### config.mk
export PLATFORM = sky130hd
export DESIGN_NAME = ctimer_top
export DESIGN_NICKNAME = d
export VERILOG_FILES = /design/src/rtl/ctimer_pkg.sv /design/src/rtl/ctimer_regs.sv /design/src/rtl/ctimer_prescale.sv /design/src/rtl/ctimer_count.sv /design/src/rtl/ctimer_top.sv
export SDC_FILE = /design/constraint.sdc
export NUM_CORES = 1
export LEC_CHECK = 0
export ABC_AREA = 0
export BUFFER_PORTS_ARGS = -buffer_cell sky130_fd_sc_hd__buf_2
export CAP_MARGIN = 40
export CORE_AREA = 2 2 151 153
export CTS_BUF_LIST = sky130_fd_sc_hd__clkbuf_16
export DETAILED_ROUTE_END_ITERATION = 12
export DIE_AREA = 0 0 153 155
export PLACE_DENSITY = 0.57
export SLEW_MARGIN = 5
export SYNTH_ARGS = -nofsm -noshare
export SYNTH_HDL_FRONTEND = slang
export SYNTH_SLANG_ARGS = --single-unit
### constraint.sdc
create_clock -name clk -period 3.3 [get_ports clk]
set_input_delay 0.165 -clock clk [delete_from_list [all_inputs] [get_ports clk]]
set_output_delay 0.165 -clock clk [all_outputs]
set_load 0.02 [all_outputs]
### src/rtl/ctimer_pkg.sv
// Package ctimer_pkg: register offsets, control bit positions and the
// control word type shared by the timer modules.
package ctimer_pkg;
    localparam int unsigned OFS_CTRL   = 0;
    localparam int unsigned OFS_PERIOD = 4;
    localparam int unsigned OFS_SCALE  = 8;
    localparam int unsigned OFS_COUNT  = 12;

    localparam int unsigned CB_PWR    = 0;
    localparam int unsigned CB_EN     = 1;
    localparam int unsigned CB_RELOAD = 2;
    localparam int unsigned CB_FLAG   = 3;

    typedef struct packed {
        logic flag;
        logic reload;
        logic en;
        logic pwr;
    } ctrl_t;
endpackage

### src/rtl/ctimer_regs.sv
// Module ctimer_regs: bus decode, control/period/scale storage, the sticky
// expiry flag and the read-back multiplexer.
// Assumes a single-cycle write strobe and combinational reads; the count
// register itself lives in ctimer_count and is only written from here.
module ctimer_regs
    import ctimer_pkg::*;
#(
    parameter int ADDR_W = 4,
    parameter int DATA_W = 32
) (
    input  logic              clk,
    input  logic              rst_n,
    input  logic [ADDR_W-1:0] bus_addr,
    input  logic              bus_we,
    input  logic [DATA_W-1:0] bus_wdata,
    output logic [DATA_W-1:0] bus_rdata,
    input  logic [DATA_W-1:0] count_i,
    input  logic              expire_i,
    output ctrl_t             ctrl_o,
    output logic [DATA_W-1:0] period_o,
    output logic [DATA_W-1:0] scale_o,
    output logic              cnt_we_o
);
    logic  sel_ctrl, sel_period, sel_scale, sel_count;
    ctrl_t ctrl_q;
    logic  [DATA_W-1:0] period_q, scale_q;

    // Address decode of the four mapped offsets.
    always_comb begin
        sel_ctrl   = (bus_addr == ADDR_W'(OFS_CTRL));
        sel_period = (bus_addr == ADDR_W'(OFS_PERIOD));
        sel_scale  = (bus_addr == ADDR_W'(OFS_SCALE));
        sel_count  = (bus_addr == ADDR_W'(OFS_COUNT));
    end

    // Control bits: written directly; flag set by expiry, cleared by write-1.
    always_ff @(posedge clk) begin
        if (!rst_n) begin
            ctrl_q <= '0;
        end else begin
            if (bus_we && sel_ctrl) begin
                ctrl_q.pwr    <= bus_wdata[CB_PWR];
                ctrl_q.en     <= bus_wdata[CB_EN];
                ctrl_q.reload <= bus_wdata[CB_RELOAD];
            end
            if (expire_i)
                ctrl_q.flag <= 1'b1;
            else if (bus_we && sel_ctrl && bus_wdata[CB_FLAG])
                ctrl_q.flag <= 1'b0;
        end
    end

    // Period and scale storage.
    always_ff @(posedge clk) begin
        if (!rst_n) begin
            period_q <= '0;
            scale_q  <= '0;
        end else begin
            if (bus_we && sel_period) period_q <= bus_wdata;
            if (bus_we && sel_scale)  scale_q  <= bus_wdata;
        end
    end

    // Read-back multiplexer; unmapped offsets return zero.
    always_comb begin
        if (sel_ctrl)        bus_rdata = DATA_W'(ctrl_q);
        else if (sel_period) bus_rdata = period_q;
        else if (sel_scale)  bus_rdata = scale_q;
        else if (sel_count)  bus_rdata = count_i;
        else                 bus_rdata = '0;
    end

    assign ctrl_o   = ctrl_q;
    assign period_o = period_q;
    assign scale_o  = scale_q;
    assign cnt_we_o = bus_we && sel_count;

    assert_flag_sticky_R7: assert property (@(posedge clk) disable iff (!rst_n)
        (ctrl_q.flag && !(bus_we && sel_ctrl && bus_wdata[CB_FLAG])) |=> ctrl_q.flag);

    assert_flag_only_on_expiry_R5: assert property (@(posedge clk) disable iff (!rst_n)
        (!ctrl_q.flag && !expire_i) |=> !ctrl_q.flag);

    assert_unmapped_write_ignored_R10: assert property (@(posedge clk) disable iff (!rst_n)
        (bus_we && !sel_ctrl && !sel_period && !sel_scale && !sel_count && !expire_i)
        |=> ($stable(period_q) && $stable(scale_q) && $stable(ctrl_q)));
endmodule

### src/rtl/ctimer_prescale.sv
// Module ctimer_prescale: divides the clock by scale+1 while running.
// Assumes run drops whenever the timer is off; the phase restarts at zero
// each time run rises, so the first tick comes scale+1 cycles later.
module ctimer_prescale #(
    parameter int SCALE_W = 32
) (
    input  logic               clk,
    input  logic               rst_n,
    input  logic               run_i,
    input  logic [SCALE_W-1:0] scale_i,
    output logic               tick_o
);
    logic [SCALE_W-1:0] psc_q;

    // Tick when the phase counter has reached the programmed ratio.
    assign tick_o = run_i && (psc_q >= scale_i);

    // Phase counter: held at zero when idle, wraps on every tick.
    always_ff @(posedge clk) begin
        if (!rst_n)
            psc_q <= '0;
        else if (!run_i || tick_o)
            psc_q <= '0;
        else
            psc_q <= psc_q + SCALE_W'(1);
    end

    assert_tick_spacing_R4: assert property (@(posedge clk) disable iff (!rst_n)
        tick_o |=> (!tick_o || scale_i == '0));
endmodule

### src/rtl/ctimer_count.sv
// Module ctimer_count: the down counter, expiry detection and reload.
// Assumes tick_i is a one-cycle strobe; a count write has priority over
// both a decrement and an expiry in the same cycle.
module ctimer_count #(
    parameter int CNT_W = 32
) (
    input  logic             clk,
    input  logic             rst_n,
    input  logic             tick_i,
    input  logic             we_i,
    input  logic [CNT_W-1:0] wdata_i,
    input  logic             reload_i,
    input  logic [CNT_W-1:0] period_i,
    output logic [CNT_W-1:0] count_o,
    output logic             expire_o
);
    localparam logic [CNT_W-1:0] ONE = CNT_W'(1);

    logic [CNT_W-1:0] count_q;

    // Expiry: a tick that would take the count from one to zero.
    assign expire_o = tick_i && !we_i && (count_q == ONE);

    // Count update: write, then reload/stop on expiry, then decrement.
    always_ff @(posedge clk) begin
        if (!rst_n)
            count_q <= '0;
        else if (we_i)
            count_q <= wdata_i;
        else if (expire_o)
            count_q <= reload_i ? period_i : '0;
        else if (tick_i && count_q != '0)
            count_q <= count_q - ONE;
    end

    assign count_o = count_q;

    assert_hold_without_tick_R3: assert property (@(posedge clk) disable iff (!rst_n)
        (!tick_i && !we_i) |=> $stable(count_q));

    assert_single_step_R4: assert property (@(posedge clk) disable iff (!rst_n)
        (tick_i && !we_i && count_q > ONE) |=> (count_q == $past(count_q) - ONE));

    assert_reload_value_R6: assert property (@(posedge clk) disable iff (!rst_n)
        (expire_o && reload_i) |=> (count_q == $past(period_i)));

    assert_write_wins_R9: assert property (@(posedge clk) disable iff (!rst_n)
        we_i |=> (count_q == $past(wdata_i)));
endmodule

### src/rtl/ctimer_top.sv
// Module ctimer_top: memory-mapped countdown timer. Ties the register
// bank, prescaler and counter together; runs when power and enable are set.
// Assumes a synchronous bus with combinational reads.
module ctimer_top
    import ctimer_pkg::*;
#(
    parameter int ADDR_W = 4,
    parameter int DATA_W = 32
) (
    input  logic              clk,
    input  logic              rst_n,
    input  logic [ADDR_W-1:0] bus_addr,
    input  logic              bus_we,
    input  logic [DATA_W-1:0] bus_wdata,
    output logic [DATA_W-1:0] bus_rdata,
    output logic              irq
);
    ctrl_t             ctrl;
    logic [DATA_W-1:0] period, scale, count;
    logic              cnt_we, tick, expire, run;

    // Counting is allowed only with both power and enable bits on.
    assign run = ctrl.pwr && ctrl.en;
    assign irq = ctrl.flag;

    ctimer_regs #(.ADDR_W(ADDR_W), .DATA_W(DATA_W)) regs_i (
        .clk(clk), .rst_n(rst_n),
        .bus_addr(bus_addr), .bus_we(bus_we), .bus_wdata(bus_wdata),
        .bus_rdata(bus_rdata), .count_i(count), .expire_i(expire),
        .ctrl_o(ctrl), .period_o(period), .scale_o(scale), .cnt_we_o(cnt_we)
    );

    ctimer_prescale #(.SCALE_W(DATA_W)) psc_i (
        .clk(clk), .rst_n(rst_n), .run_i(run), .scale_i(scale), .tick_o(tick)
    );

    ctimer_count #(.CNT_W(DATA_W)) cnt_i (
        .clk(clk), .rst_n(rst_n), .tick_i(tick), .we_i(cnt_we),
        .wdata_i(bus_wdata), .reload_i(ctrl.reload), .period_i(period),
        .count_o(count), .expire_o(expire)
    );

    assert_tick_needs_power_R3: assert property (@(posedge clk) disable iff (!rst_n)
        tick |-> (ctrl.pwr && ctrl.en));
endmodule

==> impl_summary.txt, run 1 <==
----------------------------------------------------
[Status]
  Result of the run ... complete, no violations

[GRT]
  Largest net degree at the start of global routing ... between 40 and 50
  Global route total overflow ... 0
  Vias in the first global route ... 6865
  Global Route Usage Sum ... 0.199
  First-pass GRT wire length ... between 30000 and 40000 um
  Initial antenna violation count ... 1

[Setup path]
  Data arrival time at the worst-slack endpoint ... around 3.3 ns
  Endpoint of the most critical register-to-register path ... cnt_i.count_o[13]
  Crit path max-delay family ... simple AND/OR/NAND/NOR gates
  Startpoint kind of the worst setup timing path ... register
  Worst Path Class, Setup ... register to register
  Crit-path slowest cell ... or4_1
  Largest fanout of any net on the critical path ... 12
  Worst Path Required ... around 3.6 ns
  Cell depth of the worst flop-to-flop path ... 7
  Most frequent cell on the critical path ... or4_1
  Reg-to-Reg Start ... cnt_i.count_o[2]
  Largest stage delay on the critical path ... between 0.6 and 0.7 ns
  Critical Path Sink Type ... register
  Number of buffer and inverter instances along the worst setup path ... 0
  Setup slack, reg-to-reg ... 0.33 ns
  Critical path, cell by cell ... or4_1, or3_1, or4_1, xor2_1, mux2i_1, and3_1, a221o_1

[Yosys]
  Cell type with the highest aggregate area in the netlist ... dfxtp_1
  Area of the mapped netlist ... about 7600 um^2
  Register bit count reported by yosys ... between 100 and 150
  Net Count, Synth ... between 1000 and 1500
  Synth cell types ... 49
  Predominant post-synthesis flop cell ... dfxtp_1
  Synthesized area divided by synthesized cell count ... about 7.6 um^2
  Yosys warning count ... 0
  Number of standard cells after synthesis ... between 900 and 1000
  Share of flip-flops with an asynchronous set or reset ... 0
  Sequential-to-total area share from yosys stat ... 0.348
  Cells taking the most area after synthesis ... dfxtp_1, nand2_1, ha_1
  Number of enable flip-flop cells after synthesis ... 0
  Synth top area share ... 0.348

[Floorplanning]
  IO Pins ... between 70 and 80
  Floorplan Core Area ... 22200 um^2
  Horizontal die dimension ... about 150 um
  Die Y ... 155 um
  Starting density of the core ... 0.341
  Area enclosed by the die boundary ... about 24000 um^2
  Placement row count ... 55

[Drt]
  Vias ... between 7000 and 8000
  Post-detailed-route via-to-cell ratio ... 5.36
  Initial detailed-routing violation count ... roughly 470
  Remaining antenna violation count ... 0
  Routed wire length ... roughly 23000 um
  Average wire per cell in the routed design ... between 15 and 20 um
  Drt drc ... 0
  Pre-Repair DR Iteration Count ... 9

[Placed design]
  Port-buffer cells ... 71
  Detailed placement HPWL ... 16700 um
  Placement-stage cell area ... 8250 um^2
  RD Place Congestion ... between 0.8 and 0.9
  Post-placement cell count ... roughly 1300

[Layout]
  Fill cell count ... between 2000 and 2500
  Net count reported at finish ... 1120
  Combined flip-flop and latch cell area ... 2640 um^2
  Ratio of cells with drive above 1 in the final layout ... 0.132
  Final design instance area without fill ... 8810 um^2
  Multi-input combinational cell area ... 4540 um^2
  Final cell utilization of the core ... 0.397
  Relative area change from synthesis to final layout ... 16.2%
  Post-layout instance count excluding filler cells ... 1342

[STA]
  Final number of max-transition violations ... 0
  Maximum achievable frequency ... about 340 MHz
  Slew of the pin with the lowest slew margin ... around 0.84 ns
  Clock period minus final worst setup slack ... a little under 3 ns
  Final-report setup violation count ... 0
  Portion of the clock cycle consumed by the worst path in the final layout ... 0.899
  RSZ-0062 raised after global routing ... false
  Setup TNS ... 0 ns
  Rel. slew slack ... 0.437
  Final-report hold violation count ... 0
  Worst Clk Skew ... just under 0.01 ns

[Clock tree]
  Master cell of the clock root buffer ... clkbuf_16
  TritonCTS clock tree ... built
  Post CTS Setup Buffer Count ... 0
  Number of buffers inserted during clock tree synthesis ... 17
  Clock transition at the registers of the reported paths ... around 0.050 ns
  Number of clock sinks seen by CTS ... between 100 and 150
  Buffer levels on the longest clock path ... 2
  Clk_lat worst skew ... ~0.42 ns
  Maximum level of the CTS H-tree ... 4

[Worst hold path]
  Worst hold endpoint ... cnt_i.count_o[8]
  Beginning of the worst hold path ... bus_wdata[8]
  Min-delay worst type ... primary input to register
  Number of instances on the worst hold path ... 2

[Power and ir drop]
  Power per standard cell area ... 431 nW/um^2
  Maximum vdd ir drop ... ~0.28 mV
  Leak pwr ... approximately 3.6 nW

[Flow run]
  Maximum capacitance violations ... 0

----------------------------------------------------
[cell type report]
class	count	area share
repair buffers	99	0.0673
flip-flops and latches	132	0.300
multi-input cells	757	0.516
inverters	39	0.0166
clock buffers	17	0.0483
diodes	1	0.000284
well taps	285	0.0405
clock inverters	12	0.0116
[worst reg2reg max path, cell delays in order (launching register included)]
cell and delay, ns:
dfxtp_1 0.36, or4_1 0.67, or3_1 0.64, or4_1 0.51
xor2_1 0.15, mux2i_1 0.08, and3_1 0.19, a221o_1 0.25
[cell usage in the layout (no fill, tap or decap), types with 5 or more instances in the layout]
cell,count
a21oi_1,74
inv_1,42
buf_2,71
xnor2_1,30
nand3_1,17
a221o_1,32
a22oi_1,28
clkbuf_16,17
or3_1,7
ha_1,35
or2_2,6
nand4_1,12
nand2_1,227
and4_1,5
and3_1,38
buf_4,24
and2_1,5
or4_1,5
xor2_1,28
o21ai_0,43
nor3_1,10
nor2_1,84
mux2i_1,24
nor4_1,17
dfxtp_1,132
[cell usage after synthesis, types with 4 or more instances]
| cell | number |
|---|---|
| dfxtp_1 | 132 |
| xor2_1 | 28 |
| o21ai_0 | 43 |
| or4_1 | 5 |
| mux2i_1 | 24 |
| a22oi_1 | 28 |
| a221o_1 | 32 |
| clkbuf_1 | 59 |
| or2_2 | 6 |
| nand4_1 | 12 |
| nand3_1 | 17 |
| xnor2_1 | 30 |
| or3_1 | 7 |
| and2_1 | 5 |
| and4_1 | 5 |
| buf_1 | 5 |
| ha_1 | 35 |
| and3_1 | 38 |
| inv_1 | 38 |
| nor4_1 | 17 |
| a21oi_1 | 74 |
| nand2_1 | 227 |
| mux4_2 | 4 |
| nor2_1 | 85 |
| nor3_1 | 10 |
[layer usage]
| metal | wire, um | GRT usage | vias up |
|---|---|---|---|
| li1 | - | - | 3548 |
| met1 | 10900 | 0.267 | 3432 |
| met2 | 11000 | 0.327 | 184 |
| met3 | 1110 | 0.0318 | 25 |
| met4 | 482 | 0.0670 | 0 |
| met5 | 0 | 0 | - |
[sequential cells by signal, summed over array words and instances, names as in the netlist]
name	flops
cnt_i.count_o	32
psc_i.psc_q	32
regs_i.period_o	32
regs_i.scale_o	32
regs_i.ctrl_o	4
[per-stage QoR]
stage	total power [mW]	hold WS [ns]	setup WS, ns
after floorplan	1.92	0.301	0.651
after global placement	2.05	0.431	0.306
after detailed placement	2.06	0.433	0.348
after CTS	3.82	0.000835	0.353
after global routing	3.92	0.00392	0.207
final	3.79	0.0103	0.332
[what timing repair did]
| action | in CTS | in global routing |
|---|---|---|
| hold buffers | 3 | 0 |
| gates resized for setup | 0 | 0 |
| endpoints found under the hold margin | 3 | 0 |
[power breakdown]
group | switching, mW | total, mW | internal [mW]
clock | 0.688 | 1.76 | 1.07
sequential | 0.0155 | 1.63 | 1.61
combinational | 0.254 | 0.407 | 0.153
total | 0.958 | 3.79 | 2.84
[worst max-delay path by stage]
stage	from	endpoint	slack (ns)	cells after the start
2_1_floorplan	cnt_i.count_o[10]	cnt_i.count_o[30]	0.65	9
3_3_place_gp	cnt_i.count_o[17]	cnt_i.count_o[6]	0.31	6
3_5_place_dp	cnt_i.count_o[2]	cnt_i.count_o[13]	0.35	7
4_1_cts	cnt_i.count_o[2]	cnt_i.count_o[13]	0.35	7
5_1_grt	cnt_i.count_o[2]	cnt_i.count_o[13]	0.21	7
6_report	cnt_i.count_o[2]	cnt_i.count_o[13]	0.33	7
[cells by family after synthesis]
logic type / count (synthesis) / synth area share
and+or+nand+nor: 446 / 0.267
AOI/OAI and AO/OA: 190 / 0.160
DFF: 132 / 0.348
buffers and inverters: 108 / 0.0559
xor gates and xnor gates: 58 / 0.0670
adders and majority gates: 35 / 0.0577
muxes: 28 / 0.0435
No activity file was read; power rests on OpenSTA's default activity.
==> inputs of run 2 (changes only) <==
--- a/config.mk
+++ b/config.mk
@@ -12,7 +12,7 @@
 export CTS_BUF_LIST = sky130_fd_sc_hd__clkbuf_16
 export DETAILED_ROUTE_END_ITERATION = 12
 export DIE_AREA = 0 0 153 155
-export PLACE_DENSITY = 0.57
+export PLACE_DENSITY_LB_ADDON = 0.12
 export SLEW_MARGIN = 5
 export SYNTH_ARGS = -nofsm -noshare
 export SYNTH_HDL_FRONTEND = slang
==> impl_summary.txt, run 2 (synthesized netlist as in run 1, its figures left out) <==
----------------------------------------------------
[STA]
  Final-report setup violation count ... 0 (unchanged)
  Clock period minus final worst setup slack ... 3.04 ns (+0.0694 ns)
  Rel. slew slack ... 0.426 (-0.0111)
  Maximum achievable frequency ... 329 MHz (-2.3%)
  Final number of max-transition violations ... 0 (unchanged)
  Final-report hold violation count ... 0 (unchanged)
  Worst Setup Slack, final ... 0.263 ns (-0.0694 ns)
  Slew of the pin with the lowest slew margin ... 0.855 ns (+0.0165 ns)
  RSZ-0062 raised after global routing ... false
  Setup TNS ... 0 ns (unchanged)
  Portion of the clock cycle consumed by the worst path in the final layout ... 0.920 (+0.0210)
  Worst Clk Skew ... 0.0108 ns (+0.00111 ns)

[Flow run]
  Maximum capacitance violations ... 0 (unchanged)

[Layout]
  Leading cell types in the layout, fill and taps excluded ... nand2_1, dfxtp_1, nor2_1
  Commonest non-fill, non-tap cell in the layout ... nand2_1
  Relative area change from synthesis to final layout ... 19.0%
  Post-layout instance count excluding filler cells ... 1358 (+1.2%)
  Net count reported at finish ... 1134 (+1.3%)
  Final design instance area without fill ... 9030 um^2 (+2.5%)
  Combined flip-flop and latch cell area ... 2640 um^2 (unchanged)
  Ratio of cells with drive above 1 in the final layout ... 0.135 (+0.00351)
  Fill cell count ... 2336 (+1.5%)
  Multi-input combinational cell area ... 4540 um^2 (unchanged)
  Antenna diodes ... 0 (-1)

[Clock tree]
  Number of clock sinks seen by CTS ... 132 (unchanged)
  Maximum level of the CTS H-tree ... 4 (unchanged)
  Master cell of the clock root buffer ... clkbuf_16
  Clock transition at the registers of the reported paths ... 0.06 ns (about the same)
  TritonCTS clock tree ... built
  Clk_lat worst skew ... 0.42 ns (about the same)
  Number of buffers inserted during clock tree synthesis ... 17 (unchanged)
  Buffer levels on the longest clock path ... 2 (unchanged)
  Post CTS Setup Buffer Count ... 0 (unchanged)

[Drt]
  Average wire per cell in the routed design ... 18.1 um (+3.6%)
  Post-detailed-route via-to-cell ratio ... 5.25 (-1.9%)
  Pre-Repair DR Iteration Count ... 5 (-4)
  Routed wire length ... 24600 um (+4.9%)
  Initial detailed-routing violation count ... 429 (-8.3%)
  Vias ... 7134 (-0.77%)
  Remaining antenna violation count ... 0 (unchanged)
  Drt drc ... 0 (unchanged)

[Setup path]
  Most frequent cell on the critical path ... and3_1
  Largest fanout of any net on the critical path ... 15 (+3)
  Critical Path Sink Type ... register
  Largest stage delay on the critical path ... 0.63 ns (-0.03 ns)
  Crit-path slowest cell ... or4_1
  Startpoint kind of the worst setup timing path ... register
  Number of buffer and inverter instances along the worst setup path ... 1 (+1)
  Worst Path Class, Setup ... register to register
  Worst Path Required ... 3.61 ns (about the same)
  Data arrival time at the worst-slack endpoint ... 3.34 ns (+0.07 ns)
  Critical path, cell by cell ... or4_1, nor4b_1, and3_1, nand3_1, and4_1, buf_4, and3_1, a221o_1
  Crit path max-delay family ... simple AND/OR/NAND/NOR gates

[Power and ir drop]
  Switching portion of total power ... 0.246 (-0.00588)
  Sequential fraction of design power ... 0.396 (-0.032)
  Power per standard cell area ... 454 nW/um^2 (+5.5%)
  Maximum vdd ir drop ... 0.287 mV (+0.69%)
  Fraction of power consumed by the clock network ... 0.501 (+0.037)
  Leak pwr ... 3.65 nW (+2.6%)
  Switching power ... 1.01 mW (+5.6%)
  Design Power ... 4.10 mW (+8.1%)
  Cell Int Power ... 3.09 mW (+8.9%)
  Comb power frac ... 0.103 (-0.004)

[Placed design]
  RD Place Congestion ... 0.828 (+2.6%)
  Detailed placement HPWL ... 17400 um (+4.3%)
  Worst setup timing slack at the placement stage ... 0.293 ns (-0.0544 ns)
  Port-buffer cells ... 71 (unchanged)
  Post-placement cell count ... 1312 (+0.23%)
  Placement-stage cell area ... 8270 um^2 (+0.18%)

[Floorplanning]
  Starting density of the core ... 0.341 (unchanged)
  Placement row count ... 55 (unchanged)
  IO Pins ... 72 (unchanged)
  Area enclosed by the die boundary ... 23700 um^2 (unchanged)
  Floorplan Core Area ... 22200 um^2 (unchanged)
  Die Y ... 155 um (unchanged)
  Horizontal die dimension ... 153 um (unchanged)

[GRT]
  First-pass GRT wire length ... 38800 um (+3.2%)
  Initial antenna violation count ... 0 (-1)
  Largest net degree at the start of global routing ... 39 (-4.9%)
  Global Route Usage Sum ... 0.209 (+0.00998)
  Vias in the first global route ... 6672 (-2.8%)
  Global route total overflow ... 0 (unchanged)

[Worst hold path]
  Min-delay worst type ... primary input to register

[Status]
  Result of the run ... complete, no violations

----------------------------------------------------
run 2: cell count changes in the layout (fill, tap and decap cells not counted):
| cell | delta |
|---|---|
| clkinvlp_4 | +2 |
| buf_12 | +1 |
| diode_2 | -1 |
| clkinv_2 | -2 |
| buf_16 | -1 |
| bufinv_16 | +3 |
| buf_4 | +3 |
| dlygate4sd3_1 | +11 |
run 2: area by class of cell:
type                    instances  area share
clock buffers                  17      0.0471
repair buffers                113      0.0795
inverters                      39      0.0162
multi-input cells             757       0.503
well taps                     285      0.0395
flip-flops and latches        132       0.293
clock inverters                15      0.0219
run 2: per-layer routing:
layer	GRT usage	up-vias	routed length, um
met2	0.330	157	11100
met4	0.0675	0	551
met1	0.292	3378	12000
li1	-	3578	-
met5	0	-	0
met3	0.0331	21	938
run 2: tightest hold or removal path: stages:
cell and delay, ns:
buf_2 0.12, nand2_1 0.05, a21oi_1 0.05
run 2: power groups by stage:
stage / Combinational (mW) / Sequential, mW / Clock [mW]
6_report: 0.422 / 1.62 / 2.05
3_3_place_gp: 0.405 / 1.66 / 0
2_1_floorplan: 0.268 / 1.65 / 0
3_5_place_dp: 0.407 / 1.66 / 0
5_1_grt: 0.461 / 1.63 / 2.16
4_1_cts: 0.421 / 1.62 / 2.10
run 2: repair_timing:
item,4_1_cts,5_1_grt
gates resized for setup,0,0
hold endpoints to repair,32,0
hold buffers,14,0
run 2: metrics by stage:
stage	util	hold slack, ns
6_report	0.406	0.0174
5_1_grt	0.406	0.00855
4_1_cts	0.406	0.0000639
3_5_place_dp	0.372	0.436
3_3_place_gp	0.372	0.432
2_1_floorplan	-	0.301
run 2: path summary, 6_finish.rpt:
| kind | from | to | slack [ns] | depth (start not counted) |
|---|---|---|---|---|
| hold / removal | bus_wdata[12] | regs_i.period_o[12] | 0.02 | 3 |
| hold reg to reg | regs_i.scale_o[28] | regs_i.scale_o[28] | 0.45 | 2 |
| setup reg to reg | cnt_i.count_o[17] | cnt_i.count_o[21] | 0.26 | 8 |
| setup / recovery | cnt_i.count_o[17] | cnt_i.count_o[21] | 0.26 | 8 |
==> inputs of run 3 (changes only) <==
--- a/config.mk
+++ b/config.mk
@@ -8,10 +8,10 @@
 export ABC_AREA = 0
 export BUFFER_PORTS_ARGS = -buffer_cell sky130_fd_sc_hd__buf_2
 export CAP_MARGIN = 40
-export CORE_AREA = 2 2 151 153
+export CORE_AREA = 2 2 116 118
 export CTS_BUF_LIST = sky130_fd_sc_hd__clkbuf_16
 export DETAILED_ROUTE_END_ITERATION = 12
-export DIE_AREA = 0 0 153 155
+export DIE_AREA = 0 0 118 120
 export PLACE_DENSITY_LB_ADDON = 0.12
 export SLEW_MARGIN = 5
 export SYNTH_ARGS = -nofsm -noshare
==> impl_summary.txt, run 3 (synthesized netlist as in run 1, its figures left out) <==
----------------------------------------------------
[Status]
  Result of the run ... complete, no violations

[Layout]
  Multi-input combinational cell area ... 4540 um^2 (-0.19%)
  Leading cell types in the layout, fill and taps excluded ... nand2_1, dfxtp_1, nor2_1
  Commonest non-fill, non-tap cell in the layout ... nand2_1
  Net count reported at finish ... 1124 (-0.88%)
  Fill cell count ... 1236 (-47%)
  Combined flip-flop and latch cell area ... 2640 um^2 (unchanged)
  Relative area change from synthesis to final layout ... 14.2%
  Antenna diodes ... 0 (unchanged)
  Ratio of cells with drive above 1 in the final layout ... 0.129 (-0.00601)

[Setup path]
  Critical Path Sink Type ... register
  Setup slack, reg-to-reg ... 0.39 ns (+0.12 ns)
  Startpoint kind of the worst setup timing path ... register
  Endpoint of the most critical register-to-register path ... psc_i.psc_q[17]
  Reg-to-Reg Start ... psc_i.psc_q[0]
  Cell depth of the worst flop-to-flop path ... 9 (+1)
  Data arrival time at the worst-slack endpoint ... 3.26 ns (-0.08 ns)
  Worst Path Class, Setup ... register to register
  Largest fanout of any net on the critical path ... 32 (+17)
  Worst Path Required ... 3.65 ns (+0.04 ns)

[STA]
  Rel. slew slack ... 0.369 (-0.0562)
  Slew of the pin with the lowest slew margin ... 0.939 ns (+0.0837 ns)
  Final-report setup violation count ... 0 (unchanged)
  Portion of the clock cycle consumed by the worst path in the final layout ... 0.883 (-0.0375)
  Setup TNS ... 0 ns (unchanged)
  Clock period minus final worst setup slack ... 2.91 ns (-0.124 ns)
  Maximum achievable frequency ... 343 MHz (+4.2%)
  Final number of max-transition violations ... 0 (unchanged)
  Worst Setup Slack, final ... 0.387 ns (+0.124 ns)
  Worst Clk Skew ... 0.00678 ns (-0.00399 ns)
  Final-report hold violation count ... 0 (unchanged)
  RSZ-0062 raised after global routing ... false
  Worst-case hold slack ... 0.0115 ns (-0.00590 ns)

[Power and ir drop]
  Fraction of power consumed by the clock network ... 0.452 (-0.049)
  Cell Int Power ... 2.76 mW (-11%)
  Switching portion of total power ... 0.253 (+0.00624)
  Switching power ... 0.933 mW (-7.7%)
  Leak pwr ... 3.55 nW (-2.7%)
  Sequential fraction of design power ... 0.440 (+0.044)
  Power per standard cell area ... 426 nW/um^2 (-6.2%)
  Maximum vdd ir drop ... 0.353 mV (+23%)
  Comb power frac ... 0.108 (+0.005)

[Clock tree]
  Master cell of the clock root buffer ... clkbuf_16
  Number of clock sinks seen by CTS ... 132 (unchanged)
  Maximum level of the CTS H-tree ... 4 (unchanged)
  Clk_lat worst skew ... 0.42 ns (about the same)
  Buffer levels on the longest clock path ... 2 (unchanged)
  Count of instances resized after the clock tree is built ... 0 (unchanged)
  Post CTS Setup Buffer Count ... 0 (unchanged)
  Clock transition at the registers of the reported paths ... 0.06 ns (about the same)
  Number of buffers inserted during clock tree synthesis ... 17 (unchanged)
  TritonCTS clock tree ... built

[Drt]
  Drt drc ... 0 (unchanged)
  Average wire per cell in the routed design ... 17.5 um (-3.3%)
  Post-detailed-route via-to-cell ratio ... 5.88 (+12%)
  Vias ... 7278 (+2.0%)
  Pre-Repair DR Iteration Count ... 7 (+2)
  Remaining antenna violation count ... 0 (unchanged)
  Initial detailed-routing violation count ... 635 (+48%)
  Routed wire length ... 21600 um (-12%)

[Worst hold path]
  Worst hold endpoint ... cnt_i.count_o[24]
  Number of instances on the worst hold path ... 2 (-1)
  Min-delay worst type ... primary input to register
  Beginning of the worst hold path ... bus_wdata[24]

[Flow run]
  Maximum capacitance violations ... 0 (unchanged)

[Placed design]
  RD Place Congestion ... 0.862 (+4.1%)
  Port-buffer cells ... 71 (unchanged)
  Detailed placement HPWL ... 15100 um (-14%)
  Worst setup timing slack at the placement stage ... 0.384 ns (+0.0912 ns)

[Floorplanning]
  Floorplan Core Area ... 13000 um^2 (-42%)
  IO Pins ... 72 (unchanged)
  Horizontal die dimension ... 118 um (-23%)
  Area enclosed by the die boundary ... 14200 um^2 (-40%)
  Die Y ... 120 um (-23%)
  Placement row count ... 42 (-24%)
  Starting density of the core ... 0.584 (+0.243)

[GRT]
  Initial antenna violation count ... 0 (unchanged)
  First-pass GRT wire length ... 34800 um (-10%)
  Vias in the first global route ... 6627 (-0.67%)
  Global Route Usage Sum ... 0.311 (+0.103)
  Global route total overflow ... 0 (unchanged)
  Largest net degree at the start of global routing ... 69 (+77%)

----------------------------------------------------
[run 3: changes by cell type in the layout (fill, tap and decap cells not counted), sizes merged]
cell,before,now
dlygate4sd3,14,7
clkinv,4,9
bufinv,5,1
buf,99,96
clkinvlp,2,0
inv,43,42
[run 3: through the flow]
step                      utilization  instances  area (um^2)  power (mW)
after floorplan                     -        997         7590        1.92
after global placement          0.623       1199         8080        2.04
after detailed placement        0.623       1200         8090        2.04
after CTS                       0.668       1237         8670        3.70
after global routing            0.668       1237         8670        3.82
final                           0.668       1237         8670        3.69
[run 3: what timing repair did]
action	4_1_cts	5_1_grt
hold endpoints to repair	13	0
setup endpoints to repair	0	0
hold buffers	7	0
[run 3: layer usage]
layer  GRT usage  vias to the layer above  share of wire
met3      0.0594                       45          0.069
li1            -                     3567              -
met1       0.415                     3389           0.44
met4       0.145                        0          0.041
met2       0.488                      277           0.45
met5           0                        -              0
[run 3: worst max-delay path: stages (launching register included)]
cell and delay [ns]:
dfxtp_1 0.39, inv_1 0.07, ha_1 0.28, nand2b_1 0.14
a2111oi_0 0.38, nand3b_1 0.18, nand3_1 0.09, a31o_2 0.36
or3b_2 0.77, nor2_1 0.19
[run 3: layout make-up]
type | instances | share of cell area
tap | 176 | 0.0254
timing repair buffer | 103 | 0.0712
inverter | 39 | 0.0169
clock inverter | 13 | 0.00910
multi-input combinational | 757 | 0.523
clock buffer | 17 | 0.0491
sequential | 132 | 0.305
[run 3: how the worst max path moves through the flow]
stage,depth (start not counted),from,endpoint,slack (ns)
2_1_floorplan,9,cnt_i.count_o[10],cnt_i.count_o[30],0.65
3_3_place_gp,9,regs_i.scale_o[31],psc_i.psc_q[27],0.41
3_5_place_dp,9,psc_i.psc_q[0],psc_i.psc_q[17],0.38
4_1_cts,9,psc_i.psc_q[0],psc_i.psc_q[5],0.37
5_1_grt,9,regs_i.scale_o[31],psc_i.psc_q[5],0.13
6_report,9,psc_i.psc_q[0],psc_i.psc_q[17],0.39
[run 3: power groups by stage]
stage	clock, mW	sequential [mW]	combinational [mW]
3_3_place_gp	0	1.66	0.380
6_report	1.67	1.62	0.398
3_5_place_dp	0	1.66	0.384
5_1_grt	1.76	1.63	0.434
2_1_floorplan	0	1.65	0.268
4_1_cts	1.68	1.62	0.394
